## src/rtl/byte_pack_pkg.sv

```systemverilog
package byte_pack_pkg;

  localparam int CHAR_BITS = 8;

  typedef enum logic {
    END_NORMAL = 1'b0,
    END_ERROR  = 1'b1
  } end_kind_e;

  // Encoded lane contents for an end marker: only the low bit carries the kind.
  function automatic logic [CHAR_BITS-1:0] end_code(input end_kind_e kind);
    end_code = {{(CHAR_BITS-1){1'b0}}, kind == END_ERROR};
  endfunction

endpackage

```

## src/rtl/bwp_lane_fill.sv

```systemverilog
module bwp_lane_fill
  import byte_pack_pkg::*;
#(
  parameter int LANES = 4,
  localparam int IDX_W = (LANES > 1) ? $clog2(LANES) : 1,
  localparam int DATA_W = LANES * CHAR_BITS
) (
  input  logic                 clk,
  input  logic                 rst_n,
  input  logic                 take,
  input  logic [CHAR_BITS-1:0] ch_data,
  input  logic                 ch_mark,
  input  logic                 ch_err,
  output logic                 done,
  output logic [DATA_W-1:0]    done_lanes,
  output logic [LANES-1:0]     done_flags
);

  logic [IDX_W-1:0] idx_q;
  logic             last_lane;
  logic [CHAR_BITS-1:0] mark_byte;

  assign last_lane = (idx_q == IDX_W'(LANES - 1));
  assign done      = take & (ch_mark | last_lane);
  assign mark_byte = end_code(ch_err ? END_ERROR : END_NORMAL);

  always_ff @(posedge clk) begin
    if (!rst_n) begin
      idx_q <= '0;
    end else if (done) begin
      idx_q <= '0;
    end else if (take) begin
      idx_q <= idx_q + IDX_W'(1);
    end
  end

  for (genvar i = 0; i < LANES; i++) begin : g_lane
    logic [CHAR_BITS-1:0] lane_q;
    logic [CHAR_BITS-1:0] lane_out;
    logic                 hit;

    assign hit = take && (idx_q == IDX_W'(i));

    always_comb begin
      if (hit) begin
        lane_out = ch_mark ? mark_byte : ch_data;
      end else if (IDX_W'(i) < idx_q) begin
        lane_out = lane_q;
      end else begin
        lane_out = '0;
      end
    end

    assign done_lanes[(LANES-i)*CHAR_BITS-1 -: CHAR_BITS] = lane_out;
    assign done_flags[LANES-1-i] = hit & ch_mark;

    always_ff @(posedge clk) begin
      if (!rst_n) begin
        lane_q <= '0;
      end else if (hit && !done) begin
        lane_q <= ch_data;
      end
    end
  end

  // After a word closes, filling restarts at the top lane.
  assert_restart_top_R2: assert property (@(posedge clk) disable iff (!rst_n)
    done |=> (idx_q == '0));

endmodule

```

## src/rtl/bwp_word_hold.sv

```systemverilog
module bwp_word_hold #(
  parameter int WORD_W = 36,
  parameter int FLAG_W = 4
) (
  input  logic              clk,
  input  logic              rst_n,
  input  logic              load,
  input  logic [WORD_W-1:0] load_word,
  input  logic              full,
  output logic              pending,
  output logic              push,
  output logic [WORD_W-1:0] word
);

  assign push = pending & ~full;

  always_ff @(posedge clk) begin
    if (!rst_n) begin
      pending <= 1'b0;
      word    <= '0;
    end else if (load) begin
      pending <= 1'b1;
      word    <= load_word;
    end else if (push) begin
      pending <= 1'b0;
    end
  end

  // A blocked word is kept intact until the FIFO takes it.
  assert_hold_stable_R7: assert property (@(posedge clk) disable iff (!rst_n)
    (pending && full) |=> (pending && $stable(word)));

  // Never more than one terminated lane per word.
  assert_one_flag_R6: assert property (@(posedge clk) disable iff (!rst_n)
    push |-> $onehot0(word[WORD_W-1 -: FLAG_W]));

endmodule

```

## src/rtl/byte_word_packer.sv

```systemverilog
module byte_word_packer
  import byte_pack_pkg::*;
#(
  parameter int LANES = 4,
  localparam int DATA_W = LANES * CHAR_BITS,
  localparam int WORD_W = DATA_W + LANES
) (
  input  logic                 clk,
  input  logic                 rst_n,
  input  logic                 in_valid,
  output logic                 in_ready,
  input  logic [CHAR_BITS-1:0] in_data,
  input  logic                 in_mark,
  input  logic                 in_err,
  input  logic                 fifo_full,
  output logic                 fifo_push,
  output logic [WORD_W-1:0]    fifo_word
);

  logic              take;
  logic              word_done;
  logic [DATA_W-1:0] lanes;
  logic [LANES-1:0]  flags;
  logic              pending;

  assign in_ready = ~(pending & fifo_full);
  assign take     = in_valid & in_ready;

  bwp_lane_fill #(.LANES(LANES)) u_fill (
    .clk        (clk),
    .rst_n      (rst_n),
    .take       (take),
    .ch_data    (in_data),
    .ch_mark    (in_mark),
    .ch_err     (in_err),
    .done       (word_done),
    .done_lanes (lanes),
    .done_flags (flags)
  );

  bwp_word_hold #(.WORD_W(WORD_W), .FLAG_W(LANES)) u_hold (
    .clk       (clk),
    .rst_n     (rst_n),
    .load      (word_done),
    .load_word ({flags, lanes}),
    .full      (fifo_full),
    .pending   (pending),
    .push      (fifo_push),
    .word      (fifo_word)
  );

  // A taken character that closes a word is pushed next cycle unless blocked.
  assert_push_follows_R3: assert property (@(posedge clk) disable iff (!rst_n)
    word_done |=> (fifo_push || fifo_full));

  for (genvar f = 0; f < LANES; f++) begin : g_mark_chk
    // Marker lane carries only the kind bit.
    assert_marker_code_R4: assert property (@(posedge clk) disable iff (!rst_n)
      (fifo_push && fifo_word[DATA_W+f]) |->
        (fifo_word[f*CHAR_BITS+CHAR_BITS-1 : f*CHAR_BITS+1] == '0));
    for (genvar g = 0; g < f; g++) begin : g_tail
      // Lanes after the marker are zero-filled.
      assert_zero_tail_R5: assert property (@(posedge clk) disable iff (!rst_n)
        (fifo_push && fifo_word[DATA_W+f]) |->
          (fifo_word[g*CHAR_BITS +: CHAR_BITS] == '0));
    end
  end

endmodule

```

## config.mk

```make
export PLATFORM = sky130hd
export DESIGN_NAME = byte_word_packer
export DESIGN_NICKNAME = d
export VERILOG_FILES = /design/src/rtl/byte_pack_pkg.sv /design/src/rtl/bwp_lane_fill.sv /design/src/rtl/bwp_word_hold.sv /design/src/rtl/byte_word_packer.sv
export SDC_FILE = /design/constraint.sdc
export NUM_CORES = 1
export LEC_CHECK = 0
export ABC_CLOCK_PERIOD_IN_PS = 3720
export CORE_ASPECT_RATIO = 0.7
export CORE_MARGIN = 2
export CORE_UTILIZATION = 55
export DETAILED_ROUTE_END_ITERATION = 10
export GPL_ROUTABILITY_DRIVEN = 0
export HOLD_SLACK_MARGIN = 0.05
export PLACE_DENSITY = 0.84
export SKIP_CTS_REPAIR_TIMING = 1
export SYNTH_ARGS = -nofsm -noshare
export SYNTH_HDL_FRONTEND = slang
export SYNTH_SLANG_ARGS = --single-unit
```

## constraint.sdc

```tcl
create_clock -name clk -period 3.72 [get_ports clk]
set_input_delay 0.372 -clock clk [delete_from_list [all_inputs] [get_ports clk]]
set_output_delay 0.372 -clock clk [all_outputs]
set_load 0.05 [all_outputs]
```

**Word-level counts from Yosys, hierarchy flattened**

Index checks and enable logic that the tools add are counted.

- Logic and storage cells: 51
- Register bits: 71
- Input port bits: 14
- Output and inout port bits: 38

- $add $sub $neg: 1
- Mux-type cells: 12
- Bitwise logic cells: 12
- Eq/ne operators: 3
- Reduce and logical (&&, ||, !) cells: 12
- $lt $le $gt $ge: 4

Operator list:

| operator | count |
|---|---|
| two-way mux 8 bit | 9 |
| bitwise AND 1 bit | 8 |
| logical AND 1 bit | 8 |
| == test 2 bit, second input constant | 2 |
| less-than comparator 1 x 2 -> 1 bit, first input constant | 2 |
| less-than comparator 2 bit, first input constant | 2 |
| two-way mux 1 bit | 3 |
| inverter 1 bit | 3 |
| adder 2 x 1 -> 2 bit, second input constant | 1 |
| == test 2 x 1 -> 1 bit, second input constant | 1 |
| logical NOT 2 bit | 1 |
| nonzero test 2 bit | 1 |
| OR reduction 2 bit | 1 |
| logical NOT 1 bit | 1 |
| OR 1 bit | 1 |

**Depth between registers and ports, before layout**

- Depth after elaboration: 6
- Gate-level depth with buffers: 7
- Gate-level depth less buffers: 5

**By module**

From an unflattened synthesis, not the netlist that was laid out.

- Cells, all modules: 311
- Area total of the unflattened synthesis: 2980.4 µm²

By module, submodules not included:

| module | cells an instance | times used | area an instance (µm²) | seq. area each (µm²) |
|---|---|---|---|---|
| bwp_lane_fill | 190 | 1 | 1542.7 | 520.5 |
| bwp_word_hold | 119 | 1 | 1426.4 | 740.7 |
| byte_word_packer | 2 | 1 | 11.3 | 0.0 |

**Worst setup path after synthesis**

OpenSTA, ideal clock, no wires.

- Path type: reg2reg
- From: register u_hold.pending
- To: register u_hold.word[8]
- Cell stages (with the launch flop): 6
- Buffers on the path: 1
- Clock period less this slack: 1.585 ns
- Setup time: 0.117 ns
- Data arrival time: 1.468 ns
- Data required time: 3.603 ns
- Setup slack: 2.135 ns
- Path through: dfxtp_1 nand2_1 and3_1 buf_6 mux2i_1 a22o_1

- Word-level cells in the longest chain between the ends: 5
- Elaborated cells between the ends (all ways): 6
- Classes of those cells: mux: 1; bitwise: 4; reduce/logical: 1

Ends and longest elaborated chain:

| element | RTL line | source |
|---|---|---|
| from (decl) | bwp_word_hold.sv:10 | `output logic pending,` |
| from (signal assigned) | bwp_word_hold.sv:19 | `pending <= 1'b0;` |
| from (signal assigned) | bwp_word_hold.sv:22 | `pending <= 1'b1;` |
| from (signal assigned) | bwp_word_hold.sv:25 | `pending <= 1'b0;` |
| bitwise AND 1 bit (*) | byte_word_packer.sv:26 | `assign in_ready = ~(pending & fifo_full);` |
| inverter 1 bit (*) | byte_word_packer.sv:26 |  |
| named net in_ready | byte_word_packer.sv:11 | `output logic in_ready,` |
| bitwise AND 1 bit (*) | byte_word_packer.sv:27 | `assign take = in_valid & in_ready;` |
| logical AND 1 bit | bwp_lane_fill.sv:42 | `assign hit = take && (idx_q == IDX_W'(i));` |
| two-way mux 8 bit | bwp_lane_fill.sv:45 | `if (hit) begin` |
| to (signal assigned) | bwp_word_hold.sv:23 | `word <= load_word;` |
| to (decl) | bwp_word_hold.sv:12 | `output logic [WORD_W-1:0] word` |

The timed path passes the listed nets; every way through them passes the cells marked *.
A chain may end at the register's enable or synchronous reset.

**Final worst setup path**

- From: register u_fill.idx_q[1]
- To: register u_hold.word[16]

- Word-level cells in the longest chain between the ends: 3
- Elaborated cells between the ends (all ways): 8
- Classes of those cells: order compare: 1; eq/ne: 2; mux: 2; bitwise: 2; reduce/logical: 1

Ends and longest elaborated chain:

| element | RTL line | source |
|---|---|---|
| from (decl) | bwp_lane_fill.sv:19 | `logic [IDX_W-1:0] idx_q;` |
| from (signal assigned) | bwp_lane_fill.sv:33 | `idx_q <= idx_q + IDX_W'(1);` |
| less-than comparator 1 x 2 -> 1 bit, or another cell as far along | bwp_lane_fill.sv:47 | `end else if (IDX_W'(i) < idx_q) begin` |
| two-way mux 8 bit, or another cell as far along | bwp_lane_fill.sv:47 |  |
| two-way mux 8 bit / bitwise AND 1 bit (equally long branches) | bwp_lane_fill.sv:45, bwp_lane_fill.sv:24 |  |

Parallel ways exist; a longest one is shown, timed or not.

==> impl_metrics.toml <==
[run_status]
status = "finished, final reports clean"

[yosys]
ys_seq_elements = 63
yosysSeqAreaShare_pct = 47.2
yosys_warnings = 0
synthCells = 287
avgSynthCellArea_um2 = 9.31
synth_nets = 305
yosysUniqueCellTypes = 33
synthesis.area_um2 = 2670

[sta]
post-route-period-util_pct = 61.6
finalCriticalPeriod_ns = 2.29
rsz0062_at_grt = "no"
tns_ns = 0
fin_skew_ns = 0.0101
setup_viol = 0
hold_viol = 0
relSlewSlack_pct = 49.0
finalMaxSlewViolations = 0
max_freq_mhz = 436
worst_slew_pin_slew_ns = 0.765

[power]
pwr-share-seq_pct = 50.0
power_frac_comb_pct = 11.5
ir_drop_v = 0.000274
switching_power_mw = 0.381
p_total_mw = 1.40
p_leak_nw = 1.25
switching_share_pct = 27.2
intPower_mw = 1.02
p_per_area_nw_per_um2 = 422
p_clk_share_pct = 38.5

[layout]
final_nets = 349
area_growth_pct = 24.3
fill_cells = 380
multi_input_area_um2 = 1250
most-common-layout-cells = "dfxtp_1 (63), nand2_1 (53), clkdlybuf4s50_1 (51), mux2i_1 (32), nand3_1 (18)"
final_common_cell = "dfxtp_1"
seqCellArea_um2 = 1260
drive_above_1_share_pct = 7.74
antenna_cells = 0

[setup_path]
cp_max_fo = 16
crit_start = "u_fill.idx_q[1]"
critPathRequiredTime_ns = 4.00
start_kind = "register"
critPathKind = "register to register"
cp_slowest_cell = "dfxtp_1"
cpPeakStageDelay_ns = 0.59
cp.arrival_ns = 2.58
crit_chain = "ha_1 -> or2_4 -> nand2_2 -> nor2_4 -> a22o_1"
r2r-start = "u_fill.idx_q[1]"
crit_path_end_kind = "register"

[cts]
root_buffer = "clkbuf_8"
htree_num_levels = 3
cts_tree = "done"
clock_path_buffers = 2
worst_skew_pair.late_latency_ns = 0.35
clk_pin_slew_ns = 0.07
cts_inserted_buffers = 9
cts_sinks = 63

[global_routing]
antenna_found_initial = 0
grt_pass1_vias = 2071
grtUsageTotal_pct = 25.0
grt_remaining_overflow = 0
grt_pass1_wl_um = 10300
grt_max_degree = 30

[route]
routedWlPerCell_um = 16.1
vias_per_cell = 5.66
drt_first_pass_iters = 4
final_antenna_net_count = 0
wl_um = 6340
drtIter0Drc = 175
num_vias = 2224
post-route-drc-count = 0

[placement]
hpwl_um = 4290
portBuffers = 51

[min_path]
hp-class = "register to register"
hp-start = "u_hold.word[34]"

[floorplan]
rows = 21
fp.dieW_um = 87.3
fp.dieH_um = 62.3
start_util_pct = 56.5
coreArea_um2 = 4730
fp.dieArea_um2 = 5440
ios = 52

[run]
max-cap-violations = 0
## routing by layer
metal	routed length, um	track usage [%]
met5	0	0
met4	87	9.23
met3	404	8.11
met2	2850	35.8
met1	2990	35.0
## state kept, by name (all words and copies together), names as in the netlist
name	count
u_hold.pending	1
u_hold.word	36
u_fill.g_lane.lane_q	24
u_fill.idx_q	2
## Yosys cell counts
library cell   n  area share (%)
or2_4          1            0.33
buf_8          1            0.56
a21oi_1       11             2.1
ha_1           4             1.9
nand3_1       18             3.4
nand3_4        2             1.3
o21ai_1       17             3.2
and4_1         1            0.33
a22o_1        16             5.2
and3_1         1            0.23
nand2_2        1            0.23
nor2_1        12             1.7
buf_2          8             1.5
buf_1          3            0.42
and2b_1        1            0.28
buf_6          3             1.3
mux2i_1       32              12
and2_1         1            0.23
nand2b_1       7             1.6
nor2_4         2            0.84
a32o_1         1            0.37
a32oi_1        1            0.33
buf_4          2            0.56
a21oi_4        1            0.61
xnor2_1        1            0.33
nand2_1       53             7.4
o211ai_1       1            0.28
nand2_4        1            0.42
a21boi_4       1            0.70
clkbuf_1       2            0.28
dfxtp_1       63              47
o21ai_0        8             1.5
inv_1         10             1.4
## stage by stage
stage	util, %	hold WS [ns]	std cells	instance area [um^2]	setup slack [ns]
2_1_floorplan	-	0.437	287	2670	2.13
3_3_place_gp	66.4	0.441	377	3140	1.25
4_1_cts	70.3	0.457	393	3320	1.43
5_1_grt	70.3	0.476	393	3320	1.30
3_5_place_dp	66.4	0.446	377	3140	1.21
6_report	70.3	0.454	393	3320	1.43
## critical path: cells and delay by family (launching register included)
kind	cells	cell delay, ns
AND/OR/NAND/NOR	3	0.86
flip-flops	1	0.59
AO/OA/AOI/OAI	1	0.21
adder cells (fa/ha/maj)	1	0.56
## final timing paths
path | to | slack (ns) | depth (start not counted)
worst max-delay path | u_hold.word[16] | 1.43 | 5
worst min-delay path | u_hold.word[34] | 0.45 | 2
worst max register to register | u_hold.word[16] | 1.43 | 5
worst min register to register | u_hold.word[34] | 0.45 | 2
## cell type report
cell class,instances,share of cell area (%)
clock buffer,11,4.56
inverter,10,1.13
tap,57,2.15
multi-input combinational,195,37.7
clock inverter,5,0.979
sequential,63,38.0
timing repair buffer,52,15.6
## power groups by stage
stage	Clock [mW]	Sequential, mW	Combinational (mW)
2_1_floorplan	0	0.731	0.0971
3_3_place_gp	0	0.714	0.157
3_5_place_dp	0	0.715	0.159
4_1_cts	0.547	0.700	0.161
5_1_grt	0.575	0.702	0.172
6_report	0.540	0.700	0.162
## cells by family after synthesis
| kind of cell | after synthesis | share of synthesized area [%] |
|---|---|---|
| fa+ha+maj | 4 | 1.87 |
| flops | 63 | 47.2 |
| xor+xnor | 1 | 0.328 |
| mux | 32 | 12.0 |
| buf+inv | 29 | 5.99 |
| simple gates | 101 | 18.4 |
| compound gates | 57 | 14.3 |
Power figures use the tool's default switching activity.
